`config.mk`:
```
export PLATFORM = sky130hd
export DESIGN_NAME = dvfs_governor
export DESIGN_NICKNAME = d
export VERILOG_FILES = /design/src/rtl/dvfs_pkg.sv /design/src/rtl/dvfs_policy.sv /design/src/rtl/dvfs_sequencer.sv /design/src/rtl/dvfs_governor.sv
export SDC_FILE = /design/constraint.sdc
export NUM_CORES = 1
export LEC_CHECK = 0
export BUFFER_PORTS_ARGS = -buffer_cell sky130_fd_sc_hd__buf_4
export CAP_MARGIN = 20
export CORE_UTILIZATION = 55
export CTS_BUF_LIST = sky130_fd_sc_hd__clkbuf_2 sky130_fd_sc_hd__clkbuf_4 sky130_fd_sc_hd__clkbuf_8
export CTS_CLUSTER_SIZE = 12
export DETAILED_ROUTE_END_ITERATION = 8
export HOLD_SLACK_MARGIN = 0.1
export MAX_ROUTING_LAYER = met4
export PLACE_DENSITY = 0.91
export SLEW_MARGIN = 20
export SYNTH_ARGS = -nofsm -noshare
export SYNTH_HDL_FRONTEND = slang
export SYNTH_SLANG_ARGS = --single-unit
```
`constraint.sdc`:
```
create_clock -name clk_i -period 4.9 [get_ports clk_i]
set_clock_uncertainty 0.05 [all_clocks]
set_input_delay 0.245 -clock clk_i [delete_from_list [all_inputs] [get_ports clk_i]]
set_output_delay 0.245 -clock clk_i [all_outputs]
set_load 0.02 [all_outputs]
```
`src/rtl/dvfs_pkg.sv`:
```
package dvfs_pkg;

  typedef enum logic [2:0] {
    POL_ONDEMAND = 3'd0,
    POL_CONSERV  = 3'd1,
    POL_PERF     = 3'd2,
    POL_SAVE     = 3'd3,
    POL_USER     = 3'd4
  } policy_e;

  typedef enum logic [2:0] {
    SQ_IDLE,
    SQ_UP_VOLT,
    SQ_UP_FREQ,
    SQ_DN_FREQ,
    SQ_DN_VOLT
  } seq_state_e;

endpackage

```
`src/rtl/dvfs_policy.sv`:
```
module dvfs_policy
  import dvfs_pkg::*;
#(
  parameter int NUM_LEVELS = 8,
  parameter int OD_UP_PCT  = 95,
  parameter int OD_DN_PCT  = 30,
  parameter int CS_UP_PCT  = 75,
  parameter int CS_DN_PCT  = 20,
  localparam int LW = $clog2(NUM_LEVELS)
) (
  input  logic [7:0]    load_i,
  input  logic [2:0]    policy_i,
  input  logic [LW-1:0] cur_level_i,
  input  logic [LW-1:0] user_level_i,
  output logic [LW-1:0] target_o
);

  localparam logic [LW-1:0] MAX_LVL = LW'(NUM_LEVELS - 1);
  localparam logic [7:0] OD_UP = 8'(OD_UP_PCT);
  localparam logic [7:0] OD_DN = 8'(OD_DN_PCT);
  localparam logic [7:0] CS_UP = 8'(CS_UP_PCT);
  localparam logic [7:0] CS_DN = 8'(CS_DN_PCT);

  logic [LW-1:0] step_up, step_dn, user_clamped;

  // saturating single steps
  assign step_up = (cur_level_i == MAX_LVL) ? MAX_LVL : cur_level_i + LW'(1);
  assign step_dn = (cur_level_i == '0) ? '0 : cur_level_i - LW'(1);

  generate
    if ((1 << LW) == NUM_LEVELS) begin : g_user_full
      assign user_clamped = user_level_i;
    end else begin : g_user_clamp
      assign user_clamped = (user_level_i > MAX_LVL) ? MAX_LVL : user_level_i;
    end
  endgenerate

  always_comb begin
    target_o = cur_level_i;
    case (policy_i)
      POL_ONDEMAND: begin
        if (load_i >= OD_UP)     target_o = MAX_LVL;
        else if (load_i < OD_DN) target_o = step_dn;
      end
      POL_CONSERV: begin
        if (load_i >= CS_UP)     target_o = step_up;
        else if (load_i < CS_DN) target_o = step_dn;
      end
      POL_PERF: target_o = MAX_LVL;
      POL_SAVE: target_o = '0;
      POL_USER: target_o = user_clamped;
      default:  target_o = cur_level_i;
    endcase
  end

endmodule

```
`src/rtl/dvfs_sequencer.sv`:
```
module dvfs_sequencer
  import dvfs_pkg::*;
#(
  parameter int NUM_LEVELS = 8,
  localparam int LW = $clog2(NUM_LEVELS)
) (
  input  logic          clk_i,
  input  logic          rst_ni,
  input  logic          start_i,
  input  logic [LW-1:0] target_i,
  input  logic          volt_settled_i,
  input  logic          pll_locked_i,
  output logic [LW-1:0] volt_req_o,
  output logic [LW-1:0] freq_req_o,
  output logic [LW-1:0] level_o,
  output logic          busy_o
);

  seq_state_e    state_q;
  logic [LW-1:0] tgt_q;

  assign busy_o = (state_q != SQ_IDLE);

  always_ff @(posedge clk_i or negedge rst_ni) begin
    if (!rst_ni) begin
      state_q    <= SQ_IDLE;
      tgt_q      <= '0;
      volt_req_o <= '0;
      freq_req_o <= '0;
      level_o    <= '0;
    end else begin
      case (state_q)
        SQ_IDLE: begin
          if (start_i && target_i != level_o) begin
            tgt_q <= target_i;
            if (target_i > level_o) begin
              volt_req_o <= target_i;   // voltage leads on the way up
              state_q    <= SQ_UP_VOLT;
            end else begin
              freq_req_o <= target_i;   // frequency leads on the way down
              state_q    <= SQ_DN_FREQ;
            end
          end
        end
        SQ_UP_VOLT: if (volt_settled_i) begin
          freq_req_o <= tgt_q;
          state_q    <= SQ_UP_FREQ;
        end
        SQ_UP_FREQ: if (pll_locked_i) begin
          level_o <= tgt_q;
          state_q <= SQ_IDLE;
        end
        SQ_DN_FREQ: if (pll_locked_i) begin
          volt_req_o <= tgt_q;
          state_q    <= SQ_DN_VOLT;
        end
        SQ_DN_VOLT: if (volt_settled_i) begin
          level_o <= tgt_q;
          state_q <= SQ_IDLE;
        end
        default: state_q <= SQ_IDLE;
      endcase
    end
  end

endmodule

```
`src/rtl/dvfs_governor.sv`:
```
module dvfs_governor
  import dvfs_pkg::*;
#(
  parameter int NUM_LEVELS = 8,
  parameter int OD_UP_PCT  = 95,
  parameter int OD_DN_PCT  = 30,
  parameter int CS_UP_PCT  = 75,
  parameter int CS_DN_PCT  = 20,
  localparam int LW = $clog2(NUM_LEVELS)
) (
  input  logic          clk_i,
  input  logic          rst_ni,
  input  logic          sample_tick_i,
  input  logic [7:0]    load_i,
  input  logic [2:0]    policy_i,
  input  logic [LW-1:0] user_level_i,
  input  logic          lid_close_i,
  input  logic          volt_settled_i,
  input  logic          pll_locked_i,
  output logic [LW-1:0] volt_req_o,
  output logic [LW-1:0] freq_req_o,
  output logic          busy_o,
  output logic [LW-1:0] level_o
);

  logic [LW-1:0] policy_tgt, final_tgt;
  logic          start;

  dvfs_policy #(
    .NUM_LEVELS(NUM_LEVELS),
    .OD_UP_PCT (OD_UP_PCT),
    .OD_DN_PCT (OD_DN_PCT),
    .CS_UP_PCT (CS_UP_PCT),
    .CS_DN_PCT (CS_DN_PCT)
  ) u_policy (
    .load_i      (load_i),
    .policy_i    (policy_i),
    .cur_level_i (level_o),
    .user_level_i(user_level_i),
    .target_o    (policy_tgt)
  );

  // lid override wins over any policy and needs no tick
  assign final_tgt = lid_close_i ? '0 : policy_tgt;
  assign start     = (sample_tick_i || lid_close_i) && !busy_o;

  dvfs_sequencer #(
    .NUM_LEVELS(NUM_LEVELS)
  ) u_seq (
    .clk_i         (clk_i),
    .rst_ni        (rst_ni),
    .start_i       (start),
    .target_i      (final_tgt),
    .volt_settled_i(volt_settled_i),
    .pll_locked_i  (pll_locked_i),
    .volt_req_o    (volt_req_o),
    .freq_req_o    (freq_req_o),
    .level_o       (level_o),
    .busy_o        (busy_o)
  );

endmodule

```
# ---- Yosys cells after proc, flatten, opt, wreduce, memory -nomap -nowiden
# Index checks and enable logic that the tools add are counted.
dict set report totals {
  in_bits 20
  romBits 0
  output_inout_bits 10
  ram_bits 0
  elab_cells 69
  latchBits 0
  reg_bits 15
  memories 0
}
dict set report classes {
  n_div 0
  n_mul 0
  n_eq_ne 17
  n_addsub 2
  n_lt_le_gt_ge 5
  n_shift 0
  reduce_logical 16
  bitwise_logic 0
  n_mux 24
}
# cell n
set ops {}
lappend ops {{3-bit 2-to-1 mux} 18}
lappend ops {{3-bit one-hot mux with 5 select lines} 2}
lappend ops {{3-bit one-hot mux with 2 select lines} 3}
lappend ops {{8-bit by 7-bit greater-or-equal comparator with 1-bit output, second input constant} 2}
lappend ops {{8-bit by 5-bit < comparator with 1-bit output, second input constant} 2}
lappend ops {{3-bit by 2-bit equality test with 1-bit output, second input constant} 4}
lappend ops {{2-bit inequality test, second input constant} 5}
lappend ops {{3-bit equality test, second input constant} 3}
lappend ops {{3-bit zero test} 3}
lappend ops {{4-bit AND reduction} 2}
lappend ops {{3-bit by 1-bit equality test with 1-bit output, second input constant} 2}
lappend ops {{2-bit nonzero test} 3}
lappend ops {{5-bit AND reduction} 1}
lappend ops {{2-bit by 1-bit inequality test with 1-bit output, second input constant} 2}
lappend ops {{3-bit by 1-bit adder with 3-bit output, second input constant} 1}
lappend ops {{3-bit > comparator} 1}
lappend ops {{3-bit inequality test} 1}
lappend ops {{3-bit AND reduction} 1}
lappend ops {{3-bit nonzero test} 1}
lappend ops {{3-bit by 1-bit subtractor with 3-bit output, second input constant} 1}
lappend ops {{1-bit logical AND} 2}
lappend ops {{2-bit 2-to-1 mux} 1}
lappend ops {{2-bit AND reduction} 1}
lappend ops {{1-bit zero test} 1}
lappend ops {{1-bit logical OR} 1}

# ---- Longest topological paths before layout
# Gate-level depths: netlist (run 1).
dict set report depth {
  word_depth 10
  depth_mapped 14
  depth_no_buf 14
}

# ---- Modules after synthesis
# Synthesis (run 1) repeated with hierarchy kept, for this count alone.
dict set report unflattened {
  hier_cells 128
  area_unflattened_um2 1229.9
}
# mod cells_per_inst n_inst area_each_um2 seq_area_each_um2
set modules_own_cells {}
lappend modules_own_cells {dvfs_sequencer 71 1 819.5 375.4}
lappend modules_own_cells {dvfs_policy 53 1 381.6 0.0}
lappend modules_own_cells {dvfs_governor 4 1 28.8 0.0}

# ---- Worst setup path before layout (run 1)
# Ideal clock, no wire load.
dict set report synth_timing {
  path_type {register -> register}
  start {reg u_seq.level_o[0]}
  end {reg u_seq.volt_req_o[0]}
  slack_ns 1.358
  required_time_ns 4.725
  path_buffers 0
  synth_period_minus_slack_ns 3.542
  setup_time_ns 0.125
  t_arrival_ns 3.368
  path_stages_with_launch 13
  path_cell_list {dfrtp_1 inv_1 ha_1 ha_1 or4_4 a21oi_2 a211oi_1 nand2b_1 ha_1 a311oi_1 nand2_1 o21ai_1 mux2_2}
}
dict set report synth_between {
  elab_chain_len 10
  elab_cells_between_ends 21
  cone_classes {add/sub: 2; order compare: 1; eq/ne: 4; mux: 11; reduce/logical: 3}
}
# element line_no
set synth_rtl {}
lappend synth_rtl {{start: declaration} dvfs_sequencer.sv:15} ;# output logic [LW-1:0] level_o,
lappend synth_rtl {{start signal: assignment} dvfs_sequencer.sv:50} ;# level_o <= tgt_q;
lappend synth_rtl {{start signal: assignment} dvfs_sequencer.sv:58} ;# level_o <= tgt_q;
lappend synth_rtl {{branches (longest 10 deep; another with 3-bit by 1-bit subtractor with 3-bit output)} -}
lappend synth_rtl {{end signal: assignment} dvfs_sequencer.sv:37} ;# volt_req_o <= target_i;
lappend synth_rtl {{end signal: assignment} dvfs_sequencer.sv:54} ;# volt_req_o <= tgt_q;
lappend synth_rtl {{end: declaration} dvfs_sequencer.sv:13} ;# output logic [LW-1:0] volt_req_o,
# Parallel ways; which one is timed is not known. The select of a mux whose other input is x is not followed.
# A chain may end at the register's enable or synchronous reset.

# ---- Final worst setup path (run 1)
dict set report layout_timing {
  start {reg u_seq.level_o[0]}
  end {reg u_seq.volt_req_o[2]}
}
dict set report layout_between {
  elab_chain_len 10
  elab_cells_between_ends 21
  cone_classes {add/sub: 2; order compare: 1; eq/ne: 4; mux: 11; reduce/logical: 3}
}
# element line_no
set layout_rtl {}
lappend layout_rtl {{3-bit by 1-bit subtractor with 3-bit output or 3-bit zero test (tied branches)} dvfs_policy.sv:28} ;# assign step_dn = (cur_level_i == '0) ? '0 : cur_level_i - LW'(1);
lappend layout_rtl {{3-bit 2-to-1 mux} dvfs_policy.sv:28}
lappend layout_rtl {{3-bit 2-to-1 mux, on equally long branches} {dvfs_policy.sv:47, dvfs_policy.sv:43}}
lappend layout_rtl {{3-bit 2-to-1 mux, on equally long branches} {dvfs_policy.sv:46, dvfs_policy.sv:42}}
lappend layout_rtl {{3-bit one-hot mux with 5 select lines *} dvfs_policy.sv:40} ;# case (policy_i)
lappend layout_rtl {{3-bit 2-to-1 mux *} dvfs_governor.sv:44} ;# assign final_tgt = lid_close_i ? '0 : policy_tgt;
lappend layout_rtl {{named net final_tgt[2]} dvfs_governor.sv:26} ;# logic [LW-1:0] policy_tgt, final_tgt;
lappend layout_rtl {{branches (longest 4 deep; another with 3-bit > comparator)} -}
# Mark *: on every way through the listed nets, which the timed path passes. The select of a mux whose other input is x is not followed.

==> metrics.md, run 1 <==
| Metric | Value |
|---|---|
| Initial antenna violation count | `0` |
| Leak | `0.674 nW` |
| Final worst-path cycle share | `0.788` |
| Combinational power share | `0.564` |
| Max Used Layer | `met4` |
| Critical R2R Capture | `u_seq.volt_req_o[2]$_DFFE_PN0P_` |
| Clock share of power | `0.105` |
| Flops & latches, synth | `15` |
| Peak VDD IR | `0.380 mV` |
| Worst slew pin tran | `559 ps` |
| First-pass DRT Iterations | `4` |
| Final #Nets | `210` |
| Clock Tree Buf Depth | `2` |
| Synth Area in XOR/XNOR | `0` |
| DRT met1 WL | `1310 microns` |
| Met2 WL post-DR | `1600 microns` |
| Worst relative slew slack | `0.625` |
| Flop pwr share | `0.331` |
| Min-Delay Path Depth | `3` |
| Post-CTS setup buffer count | `0` |
| Post-cts resize count | `0` |
| Register area share after synthesis | `0.311` |
| Cell total after placement | `203` |
| Met3 WL post-DR | `214 microns` |
| F_max | `259 MHz` |
| DRT iter0 DRCs | `45` |
| Share of cells above drive strength 1 | `0.225` |
| CP startpoint kind | `register` |
| Critical Path Sink | `u_seq.volt_req_o[2]$_DFFE_PN0P_` |
| Via density | `6.27` |
| Die width | `48.9 microns` |
| Reg-to-Reg Start | `u_seq.level_o[0]$_DFFE_PN0P_` |
| Post-Synth Adder-Cell Area | `0.0725` |
| Endpoints failing setup | `0` |
| Nature of the critical path endpoint | `register` |
| Int Pwr | `0.380 mW` |
| Setup WS post-layout | `1040 ps` |
| R2R depth | `13` |
| Fin util | `0.739` |
| Fin cells | `209` |
| Worst hold slack | `146 ps` |
| Total GRT Usage | `0.315` |
| Syn_nets | `177` |
| CP startpoint | `u_seq.level_o[0]$_DFFE_PN0P_` |
| Post-Synthesis Cells | `150` |
| Max Transition Viols Final | `0` |
| Initial Utilization | `0.598` |
| N_diodes | `0` |
| Post-synth EDFFs | `0` |
| Cell variety after synth | `43` |
| Crit Path Class | `reg -> reg` |
| P&R area growth vs syn | `23.7%` |
| H-tree levels | `1` |
| Asr flop ratio synth | `1.00` |
| Global route total overflow | `0` |
| Chip height | `48.9 microns` |
| TritonCTS Sinks | `15` |
| First-pass GRT wire length | `5660 microns` |
| Total CTS buffers | `3` |
| Biggest fanout along the worst timing path | `8` |
| Filler Cells Inserted | `166` |
| Port-buffer cells | `29` |
| Post-DP HPWL | `2500 microns` |
| Mux contribution to synthesized area | `0.0466` |
| Compound-Gate Fraction of Synth Area | `0.267` |
| Remaining DRCs | `0` |
| GPL Wtd Cong | `0.969` |
| Synthesized area | `1210 sq um` |
| PD cells | `472 nW/um^2` |
| Sw Pwr | `0.325 mW` |
| Fin. Hold Viols | `0` |
| Clock transition at the registers of the reported paths | `90 ps` |
| Die Area | `2390 sq um` |
| I/O Pins | `30` |
| Core area | `2020 sq um` |
| WL/cell | `15.3 microns` |
| Remaining antenna violation count | `0` |
| Total Routed Length | `3200 microns` |
| Sw frac | `0.461` |
| Req. time, crit path | `5040 ps` |
| Synth Area in Simple Gates | `0.265` |
| Syn. warnings | `0` |
| Avg Inst Size Synth | `8.06 sq um` |
| Status | `finished clean` |
| Std cell rows | `16` |
| Fin crit period | `3860 ps` |
| Largest net degree at the start of global routing | `16` |
| Vias | `1311` |
| CTS tree | `built` |
| Clk_lat worst skew | `300 ps` |
| Critical Path AT | `4000 ps` |
| Setup slack at placement | `1150 ps` |
| Largest family of logic cells by synthesized area | `compound AO/OA/AOI/OAI gates` |
| Fin Setup TNS | `0 ps` |
| RSZ-0062 raised after global routing | `false` |
| Max Cap Viol | `0` |
| Hold/Removal Path Class | `in -> reg` |
| Number of global-route vias before repair | `1272` |
| Primary FF master, synth | `dfrtp_1` |
| FF-to-FF setup slack | `1040 ps` |
| Clock root buffer | `clkbuf_4` |
-- final cells by class --
cell class,count,area [sq um],share of cell area
multi-input cells,123,787,0.526
inverters,9,33.8,0.0226
well taps,27,33.8,0.0226
clock inverters,1,5.00,0.00335
clock buffers,3,22.5,0.0151
flip-flops and latches,15,375,0.251
repair buffers,31,238,0.159
-- per-stage QoR --
stage / instance area [sq um] / power, mW
2_1_floorplan: 1210 / 0.485
3_3_place_gp: 1450 / 0.604
3_5_place_dp: 1450 / 0.625
4_1_cts: 1500 / 0.703
5_1_grt: 1500 / 0.763
6_report: 1500 / 0.705
-- worst min path at each step --
stage | startpoint | endpoint | slack (ps)
after floorplan | rst_ni | u_seq.freq_req_o[0]$_DFFE_PN0P_ | -100
after global placement | rst_ni | u_seq.freq_req_o[1]$_DFFE_PN0P_ | 50
after detailed placement | rst_ni | u_seq.freq_req_o[1]$_DFFE_PN0P_ | 60
after CTS | pll_locked_i | u_seq.state_q[2]$_DFFE_PN0P_ | 150
after global routing | pll_locked_i | u_seq.state_q[2]$_DFFE_PN0P_ | 160
final | pll_locked_i | u_seq.state_q[2]$_DFFE_PN0P_ | 150
-- Yosys cell counts (2+ instances only) --
master	n	area share
a211oi_1	4	0.025
a21oi_1	7	0.029
a31oi_1	2	0.010
clkbuf_1	2	0.0062
dfrtp_1	15	0.31
ha_1	7	0.072
inv_1	9	0.028
mux2_2	5	0.047
nand2_1	16	0.050
nand2b_1	2	0.010
nand3_1	5	0.021
nand3b_1	2	0.012
nand4_1	2	0.010
nor2_1	15	0.047
nor2b_1	4	0.021
nor3_1	5	0.021
o211ai_1	2	0.012
o21a_1	3	0.019
o21ai_0	12	0.050
o21ai_1	2	0.0083
o22a_1	2	0.014
o41ai_1	3	0.022
or3_1	4	0.021
-- layout by cell type, fill, tap and decap left out, types with 3 or more instances in the layout --
master,instances
ha_1,7
a21oi_1,7
nand2_1,16
o41ai_1,3
a211oi_1,4
mux2_2,5
buf_4,29
nor2_1,15
nor3_1,5
o21ai_0,12
clkbuf_4,3
o21a_1,3
dfrtp_1,15
inv_1,9
nor2b_1,4
or3_1,4
nand3_1,5
-- registers in the layout, indices dropped and copies added, names as in the netlist --
name,flops
u_seq.volt_req_o,3
u_seq.level_o,3
u_seq.state_q,3
u_seq.freq_req_o,3
u_seq.tgt_q,3
-- worst max-delay path: stages (launching register included) --
cell       delay, ps
dfrtp_1          480
inv_1            150
ha_1             210
inv_1             60
ha_1             190
nor3_1           180
o2bb2ai_1         90
a211oi_1         510
nor3_1           160
ha_1             320
a311oi_1         390
nand2_1          260
o21ai_1          330
mux2_2           370
-- power groups by stage --
stage / registers [mW] / clock network [mW] / logic, mW
2_1_floorplan: 0.249 / 0 / 0.237
3_3_place_gp: 0.230 / 0 / 0.375
3_5_place_dp: 0.233 / 0 / 0.392
4_1_cts: 0.231 / 0.0748 / 0.397
5_1_grt: 0.240 / 0.0794 / 0.443
6_report: 0.233 / 0.0742 / 0.398
-- cells by family after synthesis --
group	Yosys count
simple gates	63
compound gates	48
flops	15
buf+inv	12
fa+ha+maj	7
mux	5
-- what timing repair did --
action                                 in CTS  in global routing
setup endpoints to repair                   0                  0
hold buffers                                2                  0
endpoints found under the hold margin      16                  0
-- per-layer routing --
| layer | track usage | up-vias |
|---|---|---|
| met2 | 0.521 | 59 |
| met4 | 0.132 | 0 |
| met1 | 0.386 | 616 |
| li1 | - | 626 |
| met5 | - | - |
| met3 | 0.0436 | 10 |
(Power assumes the default switching activity.)
==> inputs of run 2 (changes only) <==
==> constraint.sdc (replaced) <==
create_clock -name clk_i -period 3.8 [get_ports clk_i]
set_clock_uncertainty 0.05 [all_clocks]
set_input_delay 0.19 -clock clk_i [delete_from_list [all_inputs] [get_ports clk_i]]
set_output_delay 0.19 -clock clk_i [all_outputs]
set_load 0.02 [all_outputs]
==> metrics.md, run 2 (synthesized netlist as in run 1, its figures left out) <==
| Metric | Value |
|---|---|
| Clock Tree Buf Depth | `2 (unchanged)` |
| Die Area | `2390 sq um (unchanged)` |
| Fin. Hold Viols | `0 (unchanged)` |
| Std cell rows | `16 (unchanged)` |
| H-tree levels | `1 (unchanged)` |
| Clock share of power | `0.100 (-0.005)` |
| Number of global-route vias before repair | `1293 (+1.7%)` |
| Total CTS buffers | `3 (unchanged)` |
| Post-CTS setup buffer count | `0 (unchanged)` |
| Worst relative slew slack | `0.672 (+0.0470)` |
| Combinational power share | `0.580 (+0.016)` |
| Final worst-path cycle share | `0.947 (+0.159)` |
| Port-buffer cells | `29 (unchanged)` |
| Critical Path AT | `3740 ps (-260 ps)` |
| Remaining antenna violation count | `0 (unchanged)` |
| Initial Utilization | `0.598 (unchanged)` |
| Endpoints failing setup | `0 (unchanged)` |
| P&R area growth vs syn | `27.1%` |
| Flop pwr share | `0.320 (-0.011)` |
| FF-to-FF setup slack | `200 ps (-840 ps)` |
| Clock transition at the registers of the reported paths | `90 ps (about the same)` |
| Leak | `0.691 nW (+2.6%)` |
| First-pass GRT wire length | `5680 microns (+0.35%)` |
| Clock root buffer | `clkbuf_4` |
| Max Cap Viol | `0 (unchanged)` |
| Remaining DRCs | `0 (unchanged)` |
| RSZ-0062 raised after global routing | `false` |
| R2R depth | `12 (-1)` |
| TritonCTS Sinks | `15 (unchanged)` |
| CP startpoint kind | `register` |
| Fin Setup TNS | `0 ps (unchanged)` |
| Worst hold slack | `107 ps (-39.5 ps)` |
| Sw frac | `0.457 (-0.00439)` |
| Commonest non-fill, non-tap cell in the layout | `buf_4` |
| Post-DP HPWL | `2510 microns (+0.54%)` |
| Min-Delay Path Depth | `3 (unchanged)` |
| Global route total overflow | `0 (unchanged)` |
| DRT iter0 DRCs | `80 (+78%)` |
| Chip height | `48.9 microns (unchanged)` |
| Fin crit period | `3600 ps (-261 ps)` |
| Setup WS post-layout | `201 ps (-839 ps)` |
| Vias | `1375 (+4.9%)` |
| Die width | `48.9 microns (unchanged)` |
| Hold/Removal Path Class | `in -> reg` |
| Initial antenna violation count | `0 (unchanged)` |
| N_diodes | `0 (unchanged)` |
| GPL Wtd Cong | `0.962 (-0.73%)` |
| Largest net degree at the start of global routing | `16 (unchanged)` |
| Crit Path Class | `reg -> reg` |
| WL/cell | `16.1 microns (+4.9%)` |
| Hold path start | `pll_locked_i` |
| Biggest fanout along the worst timing path | `8 (unchanged)` |
| Clk_lat worst skew | `290 ps (about the same)` |
| CTS tree | `built` |
| Nature of the critical path endpoint | `register` |
| Most frequent cells in the layout | `32 x buf_4, 16 x nand2_1, 15 x nor2_1, 15 x dfrtp_1, 12 x o21ai_0` |
| Final #Nets | `213 (+1.4%)` |
| Worst slew pin tran | `488 ps (-70.9 ps)` |
| Worst Hold End | `u_seq.state_q[2]$_DFFE_PN0P_` |
| Sw Pwr | `0.430 mW (+32%)` |
| Filler Cells Inserted | `147 (-11%)` |
| Total GRT Usage | `0.314 (-0.000685)` |
| PD cells | `612 nW/um^2 (+30%)` |
| First-pass DRT Iterations | `5 (+1)` |
| Register Area | `375 sq um (unchanged)` |
| Peak VDD IR | `0.493 mV (+30%)` |
| Req. time, crit path | `3940 ps (-1100 ps)` |
| Multi-input logic area | `806 sq um (+2.4%)` |
| Total Routed Length | `3400 microns (+6.4%)` |
| Core area | `2020 sq um (unchanged)` |
| Status | `finished clean` |
| DP Area | `1470 sq um (+1.6%)` |
| F_max | `278 MHz (+7.2%)` |
| Share of cells above drive strength 1 | `0.254 (+0.0288)` |
| Final instance area | `1540 sq um (+2.8%)` |
| Setup slack at placement | `245 ps (-901 ps)` |
| Max Transition Viols Final | `0 (unchanged)` |
| I/O Pins | `30 (unchanged)` |
| Int Pwr | `0.511 mW (+35%)` |
| Via density | `6.49 (+3.4%)` |
| Reg-to-Reg Start | `u_seq.level_o[0]$_DFFE_PN0P_` |
| Critical R2R Capture | `u_seq.volt_req_o[0]$_DFFE_PN0P_` |
## run 2: how the worst max path moves through the flow
stage	slack, ps	startpoint	endpoint	cells past startpoint
3_5_place_dp	240	u_seq.level_o[0]$_DFFE_PN0P_	u_seq.volt_req_o[0]$_DFFE_PN0P_	12
6_report	200	u_seq.level_o[0]$_DFFE_PN0P_	u_seq.volt_req_o[0]$_DFFE_PN0P_	12
5_1_grt	40	u_seq.level_o[0]$_DFFE_PN0P_	u_seq.volt_req_o[0]$_DFFE_PN0P_	12
2_1_floorplan	260	u_seq.level_o[0]$_DFFE_PN0P_	u_seq.volt_req_o[0]$_DFFE_PN0P_	12
4_1_cts	200	u_seq.level_o[0]$_DFFE_PN0P_	u_seq.volt_req_o[0]$_DFFE_PN0P_	12
3_3_place_gp	330	u_seq.level_o[0]$_DFFE_PN0P_	u_seq.volt_req_o[2]$_DFFE_PN0P_	12
## run 2: layout make-up
| class | instances | share of cell area |
|---|---|---|
| Clock inverter | 1 | 0.00326 |
| Inverter | 9 | 0.0220 |
| Clock buffer | 3 | 0.0147 |
| Tap cell | 27 | 0.0220 |
| Multi-Input combinational cell | 123 | 0.524 |
| Sequential cell | 15 | 0.244 |
| Timing Repair Buffer | 34 | 0.169 |
## run 2: power by group through the flow
stage               Combinational (mW)  Clock [mW]  Sequential [mW]
finish                           0.546      0.0945            0.301
global route                     0.592       0.104            0.310
CTS                              0.527      0.0932            0.298
detailed placement               0.522           0            0.300
global placement                 0.506           0            0.296
floorplan                        0.305           0            0.321
## run 2: stage by stage
step / std cells / utilization / power [mW]
3_3_place_gp: 206 / 0.727 / 0.802
5_1_grt: 212 / 0.760 / 1.01
3_5_place_dp: 206 / 0.727 / 0.823
4_1_cts: 212 / 0.751 / 0.918
2_1_floorplan: 150 / - / 0.626
6_report: 212 / 0.760 / 0.941
## run 2: what timing repair did
item | CTS | global route
resized for setup | 0 | 3
setup endpoints to repair | 0 | 6
hold buffers | 2 | 0
endpoints found under the hold margin | 16 | 0
## run 2: worst max-delay path, stage by stage (launching register included)
cell and delay (ps):
dfrtp_1 490, inv_1 140, ha_1 260, ha_1 210, or4_4 510, a21oi_2 130
a211oi_1 80, nand2b_1 200, ha_1 290, a311oi_2 340, nand2_1 120, o21ai_1 310
mux2_2 370
## run 2: routing by layer
layer | GRT usage | vias to the layer above | wire [microns]
met5 | - | - | 0
met4 | 0.103 | 0 | 71
met3 | 0.0467 | 12 | 272
met2 | 0.525 | 83 | 1650
met1 | 0.390 | 650 | 1410
li1 | - | 630 | -
==> inputs of run 3 (changes only) <==
--- a/config.mk
+++ b/config.mk
@@ -13,7 +13,7 @@
 export DETAILED_ROUTE_END_ITERATION = 8
 export HOLD_SLACK_MARGIN = 0.1
 export MAX_ROUTING_LAYER = met4
-export PLACE_DENSITY = 0.91
+export PLACE_DENSITY_LB_ADDON = 0.12
 export SLEW_MARGIN = 20
 export SYNTH_ARGS = -nofsm -noshare
 export SYNTH_HDL_FRONTEND = slang
==> metrics.md, run 3 (synthesized netlist as in run 1, its figures left out) <==
| Metric | Value |
|---|---|
| Total GRT Usage | `0.306 (-0.00822)` |
| Multi-input logic area | `803 sq um (-0.31%)` |
| Global route total overflow | `0 (unchanged)` |
| Final Power | `0.942 mW (+0.16%)` |
| Biggest fanout along the worst timing path | `8 (unchanged)` |
| Int Pwr | `0.520 mW (+1.7%)` |
| Crit Path Class | `reg -> reg` |
| Remaining antenna violation count | `0 (unchanged)` |
| Number of global-route vias before repair | `1305 (+0.93%)` |
| Post-DP HPWL | `2460 microns (-2.0%)` |
| Sw Pwr | `0.423 mW (-1.6%)` |
| Sw frac | `0.448 (-0.00821)` |
| Clock Tree Buf Depth | `2 (unchanged)` |
| Clock transition at the registers of the reported paths | `90 ps (about the same)` |
| Worst relative slew slack | `0.662 (-0.0103)` |
| Final #Nets | `213 (unchanged)` |
| Vias | `1295 (-5.8%)` |
| Flop pwr share | `0.321 (about the same)` |
| Max Transition Viols Final | `0 (unchanged)` |
| Nature of the critical path endpoint | `register` |
| Hold/Removal Path Class | `in -> reg` |
| Largest net degree at the start of global routing | `16 (unchanged)` |
| F_max | `277 MHz (-0.13%)` |
| TritonCTS Sinks | `15 (unchanged)` |
| Fin Setup TNS | `0 ps (unchanged)` |
| Combinational power share | `0.573 (-0.007)` |
| CP startpoint | `u_seq.level_o[0]$_DFFE_PN0P_` |
| Die Area | `2390 sq um (unchanged)` |
| Register Area | `375 sq um (unchanged)` |
| DRT iter0 DRCs | `58 (-28%)` |
| I/O Pins | `30 (unchanged)` |
| Clk_lat worst skew | `290 ps (about the same)` |
| Fin util | `0.761 (+0.00124)` |
| PD cells | `612 nW/um^2 (about the same)` |
| Chip height | `48.9 microns (unchanged)` |
| Via density | `6.11 (-5.8%)` |
| DP Area | `1460 sq um (-0.51%)` |
| RSZ-0062 raised after global routing | `false` |
| Most frequent cells in the layout | `31 x buf_4, 16 x nand2_1, 15 x nor2_1, 15 x dfrtp_1, 12 x o21ai_0` |
| Port-buffer cells | `29 (unchanged)` |
| Final worst-path cycle share | `0.948 (+0.00123)` |
| Total CTS buffers | `3 (unchanged)` |
| H-tree levels | `1 (unchanged)` |
| GPL Wtd Cong | `0.928 (-3.5%)` |
| Std cell rows | `16 (unchanged)` |
| Die width | `48.9 microns (unchanged)` |
| Fin crit period | `3600 ps (+4.69 ps)` |
| Reg-to-Reg Start | `u_seq.level_o[0]$_DFFE_PN0P_` |
| Peak VDD IR | `0.512 mV (+3.9%)` |
| Cell total after placement | `205 (-0.49%)` |
| WL/cell | `15.1 microns (-5.8%)` |
| Clock share of power | `0.106 (+0.006)` |
| Total Routed Length | `3210 microns (-5.8%)` |
| Worst slew pin tran | `501 ps (+12.6 ps)` |
| Critical Path AT | `3730 ps (about the same)` |
| N_diodes | `0 (unchanged)` |
| Leak | `0.694 nW (+0.38%)` |
| First-pass GRT wire length | `5550 microns (-2.2%)` |
| Core area | `2020 sq um (unchanged)` |
| CP startpoint kind | `register` |
| Final instance area | `1540 sq um (+0.16%)` |
| Req. time, crit path | `3930 ps (about the same)` |
| Filler Cells Inserted | `159 (+8.2%)` |
| Clock root buffer | `clkbuf_4` |
| Fin. Hold Viols | `0 (unchanged)` |
| First-pass DRT Iterations | `4 (-1)` |
| Max Cap Viol | `0 (unchanged)` |
| Share of cells above drive strength 1 | `0.249 (-0.00541)` |
| Initial antenna violation count | `0 (unchanged)` |
| Status | `finished clean` |
| Endpoints failing setup | `0 (unchanged)` |
| Remaining DRCs | `0 (unchanged)` |
| P&R area growth vs syn | `27.3%` |
| Fin cells | `212 (unchanged)` |
| Hold path start | `pll_locked_i` |
| Commonest non-fill, non-tap cell in the layout | `buf_4` |
| Initial Utilization | `0.598 (unchanged)` |
| CTS tree | `built` |
## run 3: metrics by stage
stage               hold WS, ps  setup slack, ps
floorplan                  -156              258
global placement           1.51              349
detailed placement         8.21              165
CTS                         161              150
global route                167             2.39
finish                      166              196
## run 3: final cells by class
type / instances / area share
clock buffer: 4 / 0.0195
inverter: 9 / 0.0220
multi-input combinational: 123 / 0.522
sequential: 15 / 0.244
tap: 27 / 0.0220
timing repair buffer: 34 / 0.171
## run 3: path summary, 6_finish.rpt
path	endpoint	slack, ps	depth (start not counted)
setup / recovery	u_seq.volt_req_o[2]$_DFFE_PN0P_	200	12
hold / removal	u_seq.state_q[1]$_DFFE_PN0P_	170	3
setup reg to reg	u_seq.volt_req_o[2]$_DFFE_PN0P_	200	12
hold reg to reg	u_seq.freq_req_o[0]$_DFFE_PN0P_	460	1
max in group asynchronous	u_seq.volt_req_o[2]$_DFFE_PN0P_	3290	2
min in group asynchronous	u_seq.freq_req_o[1]$_DFFE_PN0P_	230	2
## run 3: critical path, stage by stage, from the launching register on
cell,delay [ps]
dfrtp_1,490
inv_1,120
ha_1,250
ha_1,210
or4_4,510
a21oi_2,130
a211oi_1,80
nand2b_1,200
ha_1,290
a311oi_2,390
nand2_1,120
o21ai_1,300
mux2_2,370
## run 3: power by group through the flow
stage	clock network (mW)	logic, mW	registers (mW)
after detailed placement	0	0.519	0.303
after CTS	0.105	0.527	0.300
final	0.0997	0.540	0.303
after global routing	0.109	0.590	0.313
after global placement	0	0.504	0.298
after floorplan	0	0.305	0.321
## run 3: repair_timing
| item | in CTS | in global routing |
|---|---|---|
| endpoints found under the hold margin | 16 | 0 |
| endpoints found under the setup margin | 0 | 5 |
| hold buffers | 3 | 0 |
| setup buffers | 0 | 0 |
| gates resized for setup | 0 | 3 |
## run 3: routing by layer
metal  vias to the layer above  share of wire  track usage
met3                         8          0.077       0.0685
li1                        632              -            -
met2                        68           0.46        0.509
met4                         0          0.016       0.0931
met1                       587           0.45        0.370
met5                         -              0            -
